[src/rtl/can_tsirq_pkg.sv]
package can_tsirq_pkg;
  localparam int unsigned TS_W_DEF    = 16;
  localparam int unsigned NUM_EVT_DEF = 8;
  localparam int unsigned NUM_LINES   = 2;

  typedef enum logic [1:0] {
    REG_FLAG_CLR = 2'd0,
    REG_FLAG_EN  = 2'd1,
    REG_LINE_SEL = 2'd2,
    REG_LINE_EN  = 2'd3
  } reg_addr_e;
endpackage

[src/rtl/can_ts_counter.sv]
module can_ts_counter #(
  parameter int unsigned TS_W = 16
) (
  input  logic            clk_i,
  input  logic            rst_ni,
  input  logic            bit_tick_i,
  output logic [TS_W-1:0] cnt_o
);
  localparam logic [TS_W-1:0] CNT_MAX = {TS_W{1'b1}};

  logic [TS_W-1:0] cnt_q;

  always_ff @(posedge clk_i or negedge rst_ni) begin
    if (!rst_ni)         cnt_q <= '0;
    else if (bit_tick_i) cnt_q <= cnt_q + TS_W'(1);
  end

  assign cnt_o = cnt_q;


  cnt_hold_chk: assert property (@(posedge clk_i) disable iff (!rst_ni)
    !bit_tick_i |=> $stable(cnt_q));


  cnt_wrap_chk: assert property (@(posedge clk_i) disable iff (!rst_ni)
    (bit_tick_i && cnt_q == CNT_MAX) |=> (cnt_q == '0));
endmodule

[src/rtl/can_ts_capture.sv]
module can_ts_capture #(
  parameter int unsigned TS_W = 16
) (
  input  logic            clk_i,
  input  logic            rst_ni,
  input  logic            sof_i,
  input  logic            ext_sel_i,
  input  logic [TS_W-1:0] ext_ts_i,
  input  logic [TS_W-1:0] cnt_i,
  output logic [TS_W-1:0] ts_o
);
  logic [TS_W-1:0] ts_q;
  logic [TS_W-1:0] src;

  assign src = ext_sel_i ? ext_ts_i : cnt_i;

  always_ff @(posedge clk_i or negedge rst_ni) begin
    if (!rst_ni)    ts_q <= '0;
    else if (sof_i) ts_q <= src;
  end

  assign ts_o = ts_q;


  ts_hold_chk: assert property (@(posedge clk_i) disable iff (!rst_ni)
    !sof_i |=> $stable(ts_q));


  ts_ext_chk: assert property (@(posedge clk_i) disable iff (!rst_ni)
    (sof_i && ext_sel_i) |=> (ts_q == $past(ext_ts_i)));
endmodule

[src/rtl/can_irq_flags.sv]
module can_irq_flags #(
  parameter int unsigned NUM_EVT = 8
) (
  input  logic               clk_i,
  input  logic               rst_ni,
  input  logic [NUM_EVT-1:0] evt_i,
  input  logic [NUM_EVT-1:0] clr_i,
  output logic [NUM_EVT-1:0] flags_o
);
  logic [NUM_EVT-1:0] flags_q;

  // set has priority over a same-cycle clear
  always_ff @(posedge clk_i or negedge rst_ni) begin
    if (!rst_ni) flags_q <= '0;
    else         flags_q <= (flags_q & ~clr_i) | evt_i;
  end

  assign flags_o = flags_q;


  flag_set_chk: assert property (@(posedge clk_i) disable iff (!rst_ni)
    (evt_i != '0) |=> ((flags_q & $past(evt_i)) == $past(evt_i)));


  flag_clr_chk: assert property (@(posedge clk_i) disable iff (!rst_ni)
    ((clr_i & ~evt_i) != '0) |=> ((flags_q & $past(clr_i & ~evt_i)) == '0));
endmodule

[src/rtl/can_irq_router.sv]
module can_irq_router
  import can_tsirq_pkg::*;
#(
  parameter int unsigned NUM_EVT = 8
) (
  input  logic                 clk_i,
  input  logic                 rst_ni,
  input  logic                 wr_en_i,
  input  logic [1:0]           wr_addr_i,
  input  logic [NUM_EVT-1:0]   wr_data_i,
  input  logic [NUM_EVT-1:0]   flags_i,
  output logic [NUM_LINES-1:0] irq_o
);
  logic [NUM_EVT-1:0]   fen_q;
  logic [NUM_EVT-1:0]   sel_q;
  logic [NUM_LINES-1:0] len_q;
  reg_addr_e            addr;

  assign addr = reg_addr_e'(wr_addr_i);

  always_ff @(posedge clk_i or negedge rst_ni) begin
    if (!rst_ni) begin
      fen_q <= '0;
      sel_q <= '0;
      len_q <= '0;
    end else if (wr_en_i) begin
      unique case (addr)
        REG_FLAG_EN:  fen_q <= wr_data_i;
        REG_LINE_SEL: sel_q <= wr_data_i;
        REG_LINE_EN:  len_q <= wr_data_i[NUM_LINES-1:0];
        default: ;
      endcase
    end
  end

  for (genvar l = 0; l < NUM_LINES; l++) begin : g_line
    logic [NUM_EVT-1:0] route;
    assign route    = (l == 0) ? ~sel_q : sel_q;
    assign irq_o[l] = len_q[l] & (|(flags_i & fen_q & route));


    line_off_chk: assert property (@(posedge clk_i) disable iff (!rst_ni)
      (wr_en_i && addr == REG_LINE_EN && !wr_data_i[l]) |=> !irq_o[l]);
  end
endmodule

[src/rtl/can_tsirq_top.sv]
module can_tsirq_top
  import can_tsirq_pkg::*;
#(
  parameter int unsigned TS_W    = TS_W_DEF,
  parameter int unsigned NUM_EVT = NUM_EVT_DEF
) (
  input  logic               clk_i,
  input  logic               rst_ni,
  input  logic               bit_tick_i,
  input  logic               ext_ts_sel_i,
  input  logic [TS_W-1:0]    ext_ts_i,
  input  logic               rx_sof_i,
  input  logic               tx_sof_i,
  input  logic [NUM_EVT-1:0] evt_i,
  input  logic               wr_en_i,
  input  logic [1:0]         wr_addr_i,
  input  logic [NUM_EVT-1:0] wr_data_i,
  output logic [TS_W-1:0]    rx_ts_o,
  output logic [TS_W-1:0]    tx_ts_o,
  output logic               irq0_o,
  output logic               irq1_o
);
  localparam int unsigned NUM_DIR = 2;

  logic [TS_W-1:0]      cnt;
  logic [NUM_DIR-1:0]   sof;
  logic [TS_W-1:0]      ts [NUM_DIR];
  logic [NUM_EVT-1:0]   clr;
  logic [NUM_EVT-1:0]   flags;
  logic [NUM_LINES-1:0] irq;

  can_ts_counter #(.TS_W(TS_W)) u_cnt (
    .clk_i      (clk_i),
    .rst_ni     (rst_ni),
    .bit_tick_i (bit_tick_i),
    .cnt_o      (cnt)
  );

  assign sof = {tx_sof_i, rx_sof_i};

  for (genvar d = 0; d < NUM_DIR; d++) begin : g_cap
    can_ts_capture #(.TS_W(TS_W)) u_cap (
      .clk_i     (clk_i),
      .rst_ni    (rst_ni),
      .sof_i     (sof[d]),
      .ext_sel_i (ext_ts_sel_i),
      .ext_ts_i  (ext_ts_i),
      .cnt_i     (cnt),
      .ts_o      (ts[d])
    );
  end

  assign rx_ts_o = ts[0];
  assign tx_ts_o = ts[1];

  assign clr = (wr_en_i && wr_addr_i == REG_FLAG_CLR) ? wr_data_i : '0;

  can_irq_flags #(.NUM_EVT(NUM_EVT)) u_flags (
    .clk_i   (clk_i),
    .rst_ni  (rst_ni),
    .evt_i   (evt_i),
    .clr_i   (clr),
    .flags_o (flags)
  );

  can_irq_router #(.NUM_EVT(NUM_EVT)) u_route (
    .clk_i     (clk_i),
    .rst_ni    (rst_ni),
    .wr_en_i   (wr_en_i),
    .wr_addr_i (wr_addr_i),
    .wr_data_i (wr_data_i),
    .flags_i   (flags),
    .irq_o     (irq)
  );

  assign irq0_o = irq[0];
  assign irq1_o = irq[1];


  idle_irq_chk: assert property (@(posedge clk_i) disable iff (!rst_ni)
    (flags == '0) |-> (!irq0_o && !irq1_o));


  rx_cnt_cap_chk: assert property (@(posedge clk_i) disable iff (!rst_ni)
    (rx_sof_i && !ext_ts_sel_i) |=> (rx_ts_o == $past(cnt)));
endmodule

[config.mk]
export PLATFORM = sky130hd
export DESIGN_NAME = can_tsirq_top
export DESIGN_NICKNAME = d
export VERILOG_FILES = /design/src/rtl/can_tsirq_pkg.sv /design/src/rtl/can_ts_counter.sv /design/src/rtl/can_ts_capture.sv /design/src/rtl/can_irq_flags.sv /design/src/rtl/can_irq_router.sv /design/src/rtl/can_tsirq_top.sv
export SDC_FILE = /design/constraint.sdc
export NUM_CORES = 1
export LEC_CHECK = 0
export ABC_AREA = 1
export CAP_MARGIN = 20
export CORE_MARGIN = 4
export CORE_UTILIZATION = 40
export CTS_BUF_LIST = sky130_fd_sc_hd__clkbuf_8
export CTS_CLUSTER_SIZE = 28
export DETAILED_ROUTE_END_ITERATION = 10
export DONT_BUFFER_PORTS = 1
export GPL_ROUTABILITY_DRIVEN = 0
export PLACE_DENSITY = 0.57
export SYNTH_ARGS = -nofsm -noshare
export SYNTH_HDL_FRONTEND = slang
export SYNTH_SLANG_ARGS = --single-unit
[constraint.sdc]
create_clock -name clk_i -period 2.19 [get_ports clk_i]
set_input_delay 0.438 -clock clk_i [delete_from_list [all_inputs] [get_ports clk_i]]
set_output_delay 0.438 -clock clk_i [all_outputs]
set_load 0.05 [all_outputs]
==> flow_metrics.env, run 1 <==
export IMPL_fin_tns_setup_ns=0
export IMPL_die_w_um=99.0
export IMPL_cts_tree="done"
export IMPL_num_nets_final=427
export IMPL_io_buffers=0
export IMPL_power_density_nw_per_um2=1060
export IMPL_num_vias=2410
export IMPL_path_class="reg2out"
export IMPL_yosysSeqAreaShare_pct=56.0
export IMPL_worst_setup_path_end_kind="output pin"
export IMPL_grt_total_usage_pct=15.6
export IMPL_ys_ff_latch=74
export IMPL_antenna_cells=0
export IMPL_routedWlPerCell_um=14.7
export IMPL_initial_core_util_pct=42.0
export IMPL_irDropWorstVdd_mv=0.330
export IMPL_p_leak_nw=1.78
export IMPL_fin_cells=491
export IMPL_cts_buffers=9
export IMPL_setup_viol=0
export IMPL_grt_remaining_overflow=0
export IMPL_cts_sinks=74
export IMPL_coreArea_um2=7890
export IMPL_ys_warn_count=0
export IMPL_drive_above_1_share_pct=9.00
export IMPL_worst_ep_required_time_ns=1.75
export IMPL_place_ws_ns=0.715
export IMPL_cts_setup_buffers=0
export IMPL_r2r_cells=7
export IMPL_finalWorstSetupSlack_ns=0.357
export IMPL_finalCritPeriodShare_pct=83.7
export IMPL_worstHoldPathCells=1
export IMPL_cts_clk_slew_worst_paths_ns=0.08
export IMPL_syn_nets=422
export IMPL_cts_buffer_depth=2
export IMPL_critPathMaxStageDelay_ns=0.39
export IMPL_dr_pass1_iters=4
export IMPL_final_util_pct=45.8
export IMPL_min_period_ns=1.83
export IMPL_maxCapViolations=0
export IMPL_antenna_found_initial=0
export IMPL_critPathSlowestCell="dfrtp_1"
export IMPL_drt_iter0_drc=164
export IMPL_synth_avg_cell_area_um2=8.71
export IMPL_post_synth_num_cell_types=26
export IMPL_grt_pass1_vias=2413
export IMPL_wl_um=7210
export IMPL_rows=32
export IMPL_dieHeight_um=99.0
export IMPL_drc_errors=0
export IMPL_syn2layout_area_growth_pct=9.26
export IMPL_cp_start_kind="flop"
export IMPL_worst_pin_slew_ns=0.603
export IMPL_cts_root_buf="clkbuf_8"
export IMPL_max_slew_margin_pct=59.7
export IMPL_top_level_ports=75
export IMPL_hp_class="in2reg"
export IMPL_status="completed"
export IMPL_cts_resized=0
export IMPL_via_per_inst=4.91
export IMPL_htree_levels=3
export IMPL_drt_antenna_violating_nets=0
export IMPL_grt_max_degree=75
export IMPL_finalHoldViolations=0
export IMPL_grt_setup_unrepaired="no"
export IMPL_synth_area_um2=3310
export IMPL_die_area_um2=9790
export IMPL_arrival_ns=1.39
export IMPL_grt_pass1_wl_um=12000
export IMPL_dp_hpwl_um=5110
export IMPL_drv_slew=0
export IMPL_synthCells=380
export IMPL_insertion_delay_ns=0.35
export IMPL_max_freq_mhz=546
export IMPL_cp_max_fo=3
export IMPL_path_cells="nand3b_1, o21ai_0, nor2_1, a21boi_1, buf_4"
export IMPL_dp_cells=474
export IMPL_fin_skew_ns=0.0137
==> cells in the final DEF (no fill, tap or decap), types with 2 or more instances in the layout <==
cell type and count:
a21boi_1 2, a21oi_1 12, buf_4 4, clkbuf_8 10, clkinv_2 3, dfrtp_1 74, inv_1 39, inv_2 4
mux2i_1 5, nand2_1 97, nand2_2 3, nand3_1 18, nand3_2 2, nand3b_1 7, nand4_1 3, nor2_1 25
nor2_4 2, o21ai_0 60, o21ai_1 3, xor2_1 6
==> worst max-delay path: cells and delay by family (launching register included) <==
kind / cells / cell delay [ns]
compound gates: 2 / 0.22
flops: 1 / 0.39
simple gates: 2 / 0.23
buf+inv: 1 / 0.21
==> synth_stat cells, drive strengths merged <==
master	n	area (um^2)
a21boi	2	15.0
nand3b	7	52.6
nor3	2	15.0
nand2	101	394
nand4	3	18.8
inv	43	161
o21ai	63	315
mux2i	5	50.1
ha	1	12.5
dfrtp	74	1850
xor2	6	52.6
clkbuf	6	22.5
buf	6	35.0
nand3	20	110
nor2	29	143
a21oi	12	60.1
==> sequential cells by signal, indices dropped and copies added, names as in the netlist <==
name,cells
u_cnt.cnt_o,16
u_route.g_line.route,8
g_cap.u_cap.ts_o,32
u_flags.flags_o,8
u_route.len_q,2
u_route.fen_q,8
==> logic make-up after synthesis <==
| group | Yosys count | synth area share (%) |
|---|---|---|
| AO/OA/AOI/OAI | 77 | 11.8 |
| XOR/XNOR | 6 | 1.59 |
| adder cells (fa/ha/maj) | 1 | 0.378 |
| buffers and inverters | 55 | 6.62 |
| flip-flops | 74 | 56.0 |
| multiplexers | 5 | 1.51 |
| AND/OR/NAND/NOR | 162 | 22.2 |
==> final cells by class <==
cell class / instances / area, um^2
Clock inverter: 5 / 31.3
Inverter: 43 / 161
Clock buffer: 10 / 138
Fill cell: 771 / 4270
Multi-Input combinational cell: 251 / 1240
Timing Repair Buffer: 6 / 67.6
Tap cell: 102 / 128
Sequential cell: 74 / 1850
==> path summary, 6_finish.rpt <==
check                                           start                          to  slack (ns)
setup reg to reg                       u_cnt.cnt_o[0]             u_cnt.cnt_o[14]        0.87
hold / removal                             bit_tick_i              u_cnt.cnt_o[0]        0.17
hold reg to reg                      u_route.len_q[1]            u_route.len_q[1]        0.48
max in group asynchronous                      rst_ni  u_route.g_line[1].route[1]        1.23
setup / recovery           u_route.g_line[1].route[5]                      irq0_o        0.36
min in group asynchronous                      rst_ni          u_flags.flags_o[5]        0.67
==> metrics by stage <==
step / area, um^2 / hold slack (ns) / power (mW)
2_1_floorplan: 3310 / 0.142 / 2.74
3_3_place_gp: 3410 / 0.144 / 2.90
3_5_place_dp: 3410 / 0.144 / 2.92
4_1_cts: 3620 / 0.159 / 3.90
5_1_grt: 3620 / 0.159 / 4.09
6_report: 3620 / 0.175 / 3.84
==> repair_timing <==
| action | 4_1_cts | 5_1_grt |
|---|---|---|
| endpoints found under the setup margin | 0 | 0 |
| hold endpoints to repair | 74 | 0 |
| hold buffers | 2 | 0 |
==> routing by layer <==
layer,share of wire (%),track usage (%),up-vias
met3,7.1,5.31,4
met4,1.1,6.30,0
met2,43,22.2,69
met1,49,21.7,1108
met5,0,0,-
li1,-,-,1229
==> power breakdown <==
| group | leakage (nW) | internal, mW | switching, mW | total [mW] |
|---|---|---|---|---|
| combinational | 0.819 | 0.254 | 0.444 | 0.697 |
| clock | 0.0879 | 0.431 | 0.493 | 0.925 |
| sequential | 0.869 | 1.61 | 0.609 | 2.22 |
(Power assumes the default switching activity.)
==> run 2, diff against run 1 <==
==> constraint.sdc (replaced) <==
create_clock -name clk_i -period 1.8 [get_ports clk_i]
set_input_delay 0.36 -clock clk_i [delete_from_list [all_inputs] [get_ports clk_i]]
set_output_delay 0.36 -clock clk_i [all_outputs]
set_load 0.05 [all_outputs]
==> run 2 against run 1 <==
  * The flow now finishes with violations (negative hold slack)
  * Clock power is 37% higher
  * Clock-buffer cell count stayed put
  * Sequential power is 22% higher
  * Clock skew is 0.0038 ns lower
  * Die area stayed put
  * Worst setup slack worse by 0.31 ns
  * Utilization hardly changed
  * Via count is 0.50% lower
  * Highest routed layer unchanged
==> flow_metrics.env, run 2 (synthesis gave the netlist of run 1 again) <==
export IMPL_cts_tree="done"
export IMPL_path_class="reg2out"
export IMPL_violations="negative hold slack"
export IMPL_routedWlPerCell_um=15.1
export IMPL_hp_class="in2async"
export IMPL_cp_max_fo=3
export IMPL_die_w_um=99.0
export IMPL_finalHoldViolations=74
export IMPL_dieHeight_um=99.0
export IMPL_grt_total_usage_pct=15.7
export IMPL_max_slew_margin_pct=59.0
export IMPL_grt_pass1_vias=2325
export IMPL_mostFrequentLayoutCells="nand2_1 (97), dfrtp_1 (74), o21ai_0 (58), inv_1 (39), nor2_1 (25)"
export IMPL_dr_pass1_iters=5
export IMPL_min_period_ns=1.75
export IMPL_worstReg2RegStart="u_cnt.cnt_o[0]"
export IMPL_status="complete, but fails checks"
export IMPL_grt_max_degree=75
export IMPL_die_area_um2=9790
export IMPL_final_util_pct=45.8
export IMPL_fin_cells=490
export IMPL_finalWorstSetupSlack_ns=0.0458
export IMPL_syn2layout_area_growth_pct=9.19
export IMPL_layout_commonest_cell="nand2_1"
export IMPL_drc_errors=0
export IMPL_worst_ep_required_time_ns=1.44
export IMPL_cp_start_kind="flop"
export IMPL_top_level_ports=75
export IMPL_initial_core_util_pct=42.0
export IMPL_rows=32
export IMPL_arrival_ns=1.39
export IMPL_place_ws_ns=0.382
export IMPL_num_vias=2398
export IMPL_antenna_found_initial=0
export IMPL_crit_end="irq0_o"
export IMPL_fillerInstances=745
export IMPL_grt_util_met3_pct=4.32
export IMPL_drive_above_1_share_pct=9.28
export IMPL_drt_antenna_violating_nets=0
export IMPL_setup_viol=0
export IMPL_r2r_cells=6
export IMPL_power_density_nw_per_um2=1330
export IMPL_antenna_cells=0
export IMPL_cts_root_buf="clkbuf_8"
export IMPL_cts_buffers=9
export IMPL_wl_um=7380
export IMPL_irDropWorstVdd_mv=0.462
export IMPL_max_freq_mhz=570
export IMPL_ff2ff_setup_slack_ns=0.50
export IMPL_grt_remaining_overflow=0
export IMPL_dp_hpwl_um=5250
export IMPL_maxCapViolations=0
export IMPL_finalCritPeriodShare_pct=97.5
export IMPL_drt_iter0_drc=100
export IMPL_use_met2_pct=22.3
export IMPL_grt_pass1_wl_um=12000
export IMPL_drv_slew=0
export IMPL_r2r_end="u_cnt.cnt_o[14]"
export IMPL_coreArea_um2=7890
export IMPL_dp_cells=474
export IMPL_via_per_inst=4.89
export IMPL_worst_setup_path_end_kind="output pin"
export IMPL_insertion_delay_ns=0.34
export IMPL_fin_skew_ns=0.00990
export IMPL_htree_levels=3
export IMPL_num_nets_final=426
export IMPL_startpoint="u_route.g_line[1].route[1]"
export IMPL_cts_clk_slew_worst_paths_ns=0.08
export IMPL_busiest_layer="met1"
export IMPL_gr_usage_met1_pct=22.5
export IMPL_p_leak_nw=1.77
export IMPL_fin_tns_setup_ns=0
export IMPL_grt_setup_unrepaired="yes"
export IMPL_cts_buffer_depth=2
export IMPL_holdWs_ns=-0.294
export IMPL_largest_reg_flops=32
export IMPL_worst_pin_slew_ns=0.614
export IMPL_cts_sinks=74
export IMPL_io_buffers=0
-- run 2: changes by cell type in the layout (fill, tap and decap cells not counted), sizes merged --
cell | previous run | this run
dlygate4sd3 | 1 | 0
clkinvlp | 1 | 2
bufinv | 0 | 1
clkinv | 4 | 2
-- run 2: stage by stage --
step           area (um^2)  power (mW)  hold WS, ns
2_1_floorplan         3310        3.34       0.0644
3_3_place_gp          3410        3.53       0.0664
3_5_place_dp          3410        3.56       0.0663
4_1_cts               3600        4.84       -0.313
5_1_grt               3610        5.08       -0.325
6_report              3610        4.80       -0.294
-- run 2: area by class of cell --
class | count | area (um^2) | share of cell area (%)
clock buffers | 10 | 138 | 3.81
clock inverters | 5 | 55.1 | 1.52
inverters | 43 | 161 | 4.47
multi-input cells | 251 | 1240 | 34.4
flip-flops and latches | 74 | 1850 | 51.2
well taps | 102 | 128 | 3.53
repair buffers | 5 | 37.5 | 1.04
-- run 2: how the worst min path moves through the flow --
stage            from                endpoint  slack (ns)  cells past startpoint
6_report       rst_ni          u_cnt.cnt_o[8]       -0.29                      0
5_1_grt        rst_ni          u_cnt.cnt_o[2]       -0.33                      0
4_1_cts        rst_ni          u_cnt.cnt_o[1]       -0.31                      0
3_5_place_dp   rst_ni          u_cnt.cnt_o[1]        0.07                      0
3_3_place_gp   rst_ni          u_cnt.cnt_o[1]        0.07                      0
2_1_floorplan  rst_ni  g_cap[0].u_cap.ts_o[0]        0.06                      0
-- run 2: timing repair --
item                       CTS  global route
buffers inserted             0             1
resized for setup            0             3
hold endpoints to repair    74            74
setup endpoints to repair    0             1
-- run 2: report_power, final --
group          switching (mW)  total (mW)  internal, mW
combinational           0.512       0.819         0.307
sequential              0.746        2.71          1.96
clock                   0.609        1.27         0.666
total                    1.87        4.80          2.94
-- run 2: metal layers --
metal,vias up,routed length [um]
met4,0,124
met3,11,435
met2,60,3240
li1,1220,-
met1,1107,3580
met5,-,0
-- run 2: critical path: stages, from the launching register on --
cell and delay, ns:
dfrtp_1 0.39, nand3b_1 0.16, o21ai_1 0.08, nor2_1 0.07, a21boi_1 0.14, buf_4 0.21
